[config.mk]
export PLATFORM = sky130hd
export DESIGN_NAME = vec_intc
export DESIGN_NICKNAME = d
export VERILOG_FILES = /design/src/rtl/vic_pkg.sv /design/src/rtl/vic_sync.sv /design/src/rtl/vic_bank.sv /design/src/rtl/vic_prio.sv /design/src/rtl/vec_intc.sv
export SDC_FILE = /design/constraint.sdc
export NUM_CORES = 2
export LEC_CHECK = 0
export ABC_AREA = 1
export BUFFER_PORTS_ARGS = -buffer_cell sky130_fd_sc_hd__buf_2
export CAP_MARGIN = 20
export CELL_PAD_IN_SITES_DETAIL_PLACEMENT = 1
export CELL_PAD_IN_SITES_GLOBAL_PLACEMENT = 2
export CORE_ASPECT_RATIO = 0.6
export CORE_UTILIZATION = 35
export DETAILED_ROUTE_END_ITERATION = 8
export PLACE_DENSITY_LB_ADDON = 0.1
export SYNTH_ARGS = -nofsm -noshare
export SYNTH_HDL_FRONTEND = slang
export SYNTH_SLANG_ARGS = --single-unit
[constraint.sdc]
create_clock -name clk -period 12.35 [get_ports clk]
set_clock_uncertainty 0.15 [all_clocks]
set_input_delay 1.8525 -clock clk [delete_from_list [all_inputs] [get_ports clk]]
set_output_delay 1.8525 -clock clk [all_outputs]
set_load 0.01 [all_outputs]
[src/rtl/vic_pkg.sv]
package vic_pkg;
    localparam int BANKS       = 24;
    localparam int LINES       = 8;
    localparam int ADDR_W      = 7;
    localparam int GAP_BANK    = 4;
    localparam int VEC_BASE    = 16;
    localparam int VEC_REG     = 112;
    localparam int SYNC_STAGES = 2;

    typedef enum logic [1:0] {
        REG_PEND   = 2'd0,
        REG_ENABLE = 2'd1,
        REG_SENSE  = 2'd2,
        REG_INVERT = 2'd3
    } reg_sel_e;
endpackage

[src/rtl/vic_sync.sv]
module vic_sync #(
    parameter int W      = 8,
    parameter int STAGES = 2
) (
    input  logic         clk,
    input  logic         rst_n,
    input  logic [W-1:0] d,
    output logic [W-1:0] q,
    output logic [W-1:0] q_prev
);
    logic [W-1:0] pipe [STAGES];

    always_ff @(posedge clk) begin
        if (!rst_n) begin
            for (int k = 0; k < STAGES; k++) pipe[k] <= '0;
            q_prev <= '0;
        end else begin
            pipe[0] <= d;
            for (int k = 1; k < STAGES; k++) pipe[k] <= pipe[k-1];
            q_prev <= pipe[STAGES-1];
        end
    end

    assign q = pipe[STAGES-1];
endmodule

[src/rtl/vic_bank.sv]
module vic_bank #(
    parameter int LINES = 8
) (
    input  logic             clk,
    input  logic             rst_n,
    input  logic [LINES-1:0] s_cur,
    input  logic [LINES-1:0] s_old,
    input  logic             wr_pend,
    input  logic             wr_enable,
    input  logic             wr_sense,
    input  logic             wr_invert,
    input  logic [LINES-1:0] wdata,
    output logic [LINES-1:0] pend,
    output logic [LINES-1:0] enable,
    output logic [LINES-1:0] sense,
    output logic [LINES-1:0] invert
);
    logic [LINES-1:0] qual, qual_old, hit, clr, pend_nxt;

    assign qual     = s_cur ^ invert;
    assign qual_old = s_old ^ invert;
    assign hit      = qual & ~qual_old;
    assign clr      = wr_pend ? wdata : '0;

    always_comb begin
        for (int b = 0; b < LINES; b++) begin
            pend_nxt[b] = sense[b] ? ((pend[b] & ~clr[b]) | hit[b]) : qual[b];
        end
    end

    always_ff @(posedge clk) begin
        if (!rst_n) begin
            pend   <= '0;
            enable <= '0;
            sense  <= '0;
            invert <= '0;
        end else begin
            pend <= pend_nxt;
            if (wr_enable) enable <= wdata;
            if (wr_sense)  sense  <= wdata;
            if (wr_invert) invert <= wdata;
        end
    end

    // an edge line keeps its pending bit unless software clears it
    a_r5_edge_hold: assert property (@(posedge clk) disable iff (!rst_n)
        (|(sense & pend & ~clr)) |=>
        ((pend & $past(sense & pend & ~clr)) == $past(sense & pend & ~clr)));

    // clearing an active level line does not leave it cleared
    a_r7_level_reassert: assert property (@(posedge clk) disable iff (!rst_n)
        (|(clr & ~sense & qual)) |=>
        ((pend & $past(clr & ~sense & qual)) == $past(clr & ~sense & qual)));
endmodule

[src/rtl/vic_prio.sv]
module vic_prio #(
    parameter int SRC      = 192,
    parameter int VEC_W    = 8,
    parameter int VEC_BASE = 16
) (
    input  logic [SRC-1:0]   req,
    output logic             any,
    output logic [VEC_W-1:0] vec
);
    always_comb begin
        any = 1'b0;
        vec = VEC_W'(VEC_BASE);
        for (int i = 0; i < SRC; i++) begin
            if (req[i]) begin
                any = 1'b1;
                vec = VEC_W'(VEC_BASE + i);
            end
        end
    end
endmodule

[src/rtl/vec_intc.sv]
module vec_intc
    import vic_pkg::*;
#(
    parameter int NBANK  = BANKS,
    parameter int NLINE  = LINES,
    parameter int AW     = ADDR_W,
    parameter int GAP    = GAP_BANK,
    parameter int VBASE  = VEC_BASE,
    parameter int VADDR  = VEC_REG,
    parameter int NSYNC  = SYNC_STAGES
) (
    input  logic                   clk,
    input  logic                   rst_n,
    input  logic [NBANK*NLINE-1:0] src_i,
    input  logic [AW-1:0]          bus_addr,
    input  logic                   bus_wr,
    input  logic                   bus_rd,
    input  logic [NLINE-1:0]       bus_wdata,
    output logic [NLINE-1:0]       bus_rdata,
    output logic                   irq_o
);
    localparam int NSRC   = NBANK * NLINE;
    localparam int HOLE_LO = 4 * GAP;
    localparam int HOLE_HI = HOLE_LO + 4;

    logic [NSRC-1:0]  s_cur, s_old, pend_flat, en_flat;
    logic [NLINE-1:0] pend_a [NBANK];
    logic [NLINE-1:0] en_a   [NBANK];
    logic [NLINE-1:0] sense_a[NBANK];
    logic [NLINE-1:0] inv_a  [NBANK];

    logic             dec_hit, is_hole;
    int               dec_bank;
    reg_sel_e         dec_sel;
    logic             any_req;
    logic [NLINE-1:0] vec_next, vec_q;

    vic_sync #(.W(NSRC), .STAGES(NSYNC)) u_sync (
        .clk(clk), .rst_n(rst_n), .d(src_i), .q(s_cur), .q_prev(s_old)
    );

    always_comb begin
        int a;
        a        = int'(bus_addr);
        dec_sel  = reg_sel_e'(bus_addr[1:0]);
        is_hole  = (a >= HOLE_LO) && (a < HOLE_HI);
        if (a < HOLE_LO) begin
            dec_bank = a / 4;
            dec_hit  = 1'b1;
        end else if (is_hole) begin
            dec_bank = 0;
            dec_hit  = 1'b0;
        end else begin
            dec_bank = (a - 4) / 4;
            dec_hit  = dec_bank < NBANK;
        end
    end

    for (genvar g = 0; g < NBANK; g++) begin : g_bank
        logic sel_me;
        assign sel_me = bus_wr && dec_hit && (dec_bank == g);

        vic_bank #(.LINES(NLINE)) u_bank (
            .clk      (clk),
            .rst_n    (rst_n),
            .s_cur    (s_cur[g*NLINE +: NLINE]),
            .s_old    (s_old[g*NLINE +: NLINE]),
            .wr_pend  (sel_me && dec_sel == REG_PEND),
            .wr_enable(sel_me && dec_sel == REG_ENABLE),
            .wr_sense (sel_me && dec_sel == REG_SENSE),
            .wr_invert(sel_me && dec_sel == REG_INVERT),
            .wdata    (bus_wdata),
            .pend     (pend_a[g]),
            .enable   (en_a[g]),
            .sense    (sense_a[g]),
            .invert   (inv_a[g])
        );

        assign pend_flat[g*NLINE +: NLINE] = pend_a[g];
        assign en_flat[g*NLINE +: NLINE]   = en_a[g];
    end

    vic_prio #(.SRC(NSRC), .VEC_W(NLINE), .VEC_BASE(VBASE)) u_prio (
        .req(pend_flat & en_flat), .any(any_req), .vec(vec_next)
    );

    always_ff @(posedge clk) begin
        if (!rst_n) begin
            vec_q <= NLINE'(VBASE);
            irq_o <= 1'b0;
        end else begin
            vec_q <= vec_next;
            irq_o <= any_req;
        end
    end

    always_ff @(posedge clk) begin
        if (!rst_n) begin
            bus_rdata <= '0;
        end else if (bus_rd) begin
            if (int'(bus_addr) == VADDR) begin
                bus_rdata <= vec_q;
            end else if (dec_hit) begin
                unique case (dec_sel)
                    REG_PEND:   bus_rdata <= pend_a[dec_bank];
                    REG_ENABLE: bus_rdata <= en_a[dec_bank];
                    REG_SENSE:  bus_rdata <= sense_a[dec_bank];
                    REG_INVERT: bus_rdata <= inv_a[dec_bank];
                endcase
            end else begin
                bus_rdata <= '0;
            end
        end
    end

    // with every line masked the request line drops
    a_r1_masked_quiet: assert property (@(posedge clk) disable iff (!rst_n)
        (en_flat == '0) |=> !irq_o);

    // the hole reads as zero
    a_r2_hole_zero: assert property (@(posedge clk) disable iff (!rst_n)
        (bus_rd && is_hole) |=> (bus_rdata == '0));

    // a quiet request line always comes with the bare offset
    a_r10_idle_vector: assert property (@(posedge clk) disable iff (!rst_n)
        !irq_o |-> (vec_q == NLINE'(VBASE)));

    // the vector never points past the last line
    a_r8_vec_bound: assert property (@(posedge clk) disable iff (!rst_n)
        (int'(vec_q) >= VBASE) && (int'(vec_q) < VBASE + NSRC));
endmodule

==> impl_metrics.toml <==
[cts]
hold_buffers = 0
cts_max_level = 4
root_buffer = "clkbuf_16"
clock-sinks = 1361
postCtsSetupBuffers = 0
cts_tree = "yes"
clk_latency_ps = 820
clockBufferDepth = 4
numCtsBuffers = 148
clk_pin_slew_ps = 70

[logic_synthesis]
synth.distinct_cells = 45
ys_ff_latch = 1361
synth_largest_area_cell = "dfxtp_1"
synth_xor_xnor_area_share = 0.000461
postSynthAreaPerCell_um2 = 7.38
synth_top_area_frac = 0.478
synth_top_family_by_area = "compound AO/OA/AOI/OAI gates"
yosys_warnings = 0
synth_mux_area_frac = 0.0166
synth-async-reset-ratio = 0
synthAdderAreaFrac = 0.00241
syn-num-nets = 7951
netlist_top_cells_area = "dfxtp_1 48%, o21ai_0 10%, nand2_1 9.8%, a21oi_1 7.4%, inv_1 6.8%"
synth_edf_count = 0
ys_seq_area_frac = 0.478
synth_area_um2 = 57000
synth-compound-area-share = 0.241
synth_cells = 7729
ys.flop_type = "dfxtp_1"
yosys.area_share.simple = 0.165

[sta]
rsz0062_at_grt = "yes"
setup_viol = 0
finalCritPeriodShare = 0.871
slew_headroom = 0.0564
final-hold-violation-count = 0
tightest_slew_ps = 1400
max_freq_ghz = 0.0929
slew_violations = 0
layout_min_cycle_time_ps = 10760

[placement]
port-buffer-count = 219
hpwlAfterDp_mm = 178
place_congestion = 0.937
dp_cells = 9759

[worst_setup_path]
endpoint_kind = "register"
startpoint_type = "register"
path_class = "register to register"
crit_slowest_cell = "dfxtp_2"
critPathMostFrequentCell = "nand2_1"
crit_fanout = 3
arrival_ps = 11340
cpPeakStageDelay_ps = 350
critPathRequiredTime_ps = 12930

[pwr]
power-per-cell-area_nw_per_um2 = 157
clock_power_share = 0.454
power.internal_uw = 7480
peakVddDrop_mv = 0.100
leakage_uw = 0.0315
swShare = 0.271
switching_power_uw = 2790
p_seq_frac = 0.446
p_comb_frac = 0.100

[global_routing]
antenna_found_initial = 14
grt_pass1_vias = 52000
grt_use_total = 0.298
grt_overflow_total = 0
grt_start_max_net_pins = 229
grt_pass1_wl_mm = 362

[run_status]
status = "finished, final reports clean"

[final_layout]
fin_util = 0.404
finalNetCount = 8016
drive_gt1_frac = 0.102
nFillCells = 19700
syn_to_final_growth_pct = 14.5
stdcell_count = 10000
multi_input_area_um2 = 24400
seqCellArea_um2 = 27200

[floorplan]
io_pins = 220
rows = 114
die_w_um = 523
start_util = 0.353
die_area_um2 = 165000
die_h_um = 315
core_um2 = 161000

[detailed_routing]
finalWirelength_mm = 250
drtIter0Drc = 5331
drt_pass1_iterations = 5
vias = 54700
wl_per_cell_um = 24.9
ant_nets = 0
vias_per_cell = 5.45
drc = 0

[min_path]
min_path_type = "register to register"

[flow_run]
drv_cap = 0
## power by group through the flow
stage	registers, uW	logic, uW	clock network (uW)
after floorplan	4630	483	0
after global placement	4670	980	0
after detailed placement	4670	985	0
after CTS	4580	989	4760
after global routing	4590	1060	4930
final	4580	1020	4670
## layout by cell type, fill, tap and decap left out, types with 30 or more instances in the layout
cell type | netlist | routed
nand3_1 | 70 | 70
nand2_2 | 38 | 43
a31oi_1 | 101 | 101
o22ai_1 | 264 | 264
dfxtp_1 | 1361 | 1359
clkbuf_8 | 0 | 30
buf_4 | 0 | 96
inv_1 | 1035 | 1023
mux2_2 | 84 | 84
nor2_1 | 471 | 464
nand2_4 | 87 | 89
nor3_1 | 51 | 49
o21ai_0 | 1192 | 1192
a21oi_1 | 841 | 841
nand2_1 | 1495 | 1488
buf_2 | 0 | 218
clkbuf_16 | 0 | 151
## routing by layer
| metal | global-route usage | part of all wire | wire length [um] | vias to the layer above |
|---|---|---|---|---|
| met2 | 0.390 | 0.37 | 93400 | 1829 |
| met5 | 0 | 0.000084 | 21 | - |
| met3 | 0.0657 | 0.088 | 22000 | 264 |
| met4 | 0.0600 | 0.019 | 4830 | 4 |
| met1 | 0.480 | 0.52 | 130000 | 27000 |
| li1 | - | - | - | 25600 |
## stage by stage
stage	power, uW	hold slack [ps]	cell area, um^2	TNS, ps	worst slack [ps]
global route	10600	258	65300	-348	-348
global placement	5650	245	60000	0	1460
finish	10300	239	65300	0	1590
CTS	10300	247	65000	0	1640
detailed placement	5660	249	60100	0	1710
floorplan	5120	240	57000	0	3700
## cell families (layout without fill, tap and decap cells)
group | count (synthesis) | after routing
simple gates | 2248 | 2248
buf+inv | 1467 | 1629
compound gates | 2555 | 2555
mux | 84 | 84
fa+ha+maj | 11 | 11
xor+xnor | 3 | 3
flops | 1361 | 1361
other cells | 0 | 5
## synthesized netlist by cell type, drive strengths merged, types with 20 or more instances
master and instances:
a41oi 24, nor3 51, o22ai 264, nand2 1620, nand4 21, inv 1039, nand3 70, nor2 471
a21oi 842, a31oi 101, o211ai 20, dfxtp 1361, mux2 84, a22oi 28, clkbuf 399, o21ai 1195
buf 25
## flip-flops by register name, indices dropped and copies added (netlist names)
name / cells
bus_rdata: 8
g_bank.u_bank.enable: 192
g_bank.u_bank.invert: 192
g_bank.u_bank.pend: 192
g_bank.u_bank.sense: 192
irq_o: 1
u_sync.pipe: 384
u_sync.q_prev: 192
vec_q: 8
## final cells by class
type,instances,area share
flip-flops and latches,1361,0.417
multi-input cells,4901,0.373
clock buffers,209,0.0658
inverters,1043,0.0602
well taps,2146,0.0411
repair buffers,339,0.0326
clock inverters,38,0.00987
diodes,5,0.000192
## critical path: cells and delay by family (launching register included)
family | cells | cell delay, ps
AO/OA/AOI/OAI | 1 | 110
buffers and inverters | 1 | 50
flip-flops | 1 | 350
AND/OR/NAND/NOR | 190 | 10000
## repair_timing
item,CTS,global route
hold endpoints to repair,0,0
resized for setup,0,8
setup endpoints to repair,0,1
## worst paths after layout
| kind | startpoint | to | slack (ps) | cells after the start |
|---|---|---|---|---|
| setup / recovery | g_bank[0].u_bank.enable[1] | vec_q[0] | 1590 | 192 |
| hold / removal | u_sync.pipe[0][153] | u_sync.pipe[0][345] | 240 | 2 |
| setup reg to reg | g_bank[0].u_bank.enable[1] | vec_q[0] | 1590 | 192 |
| hold reg to reg | u_sync.pipe[0][153] | u_sync.pipe[0][345] | 240 | 2 |
(Power assumes the default switching activity.)
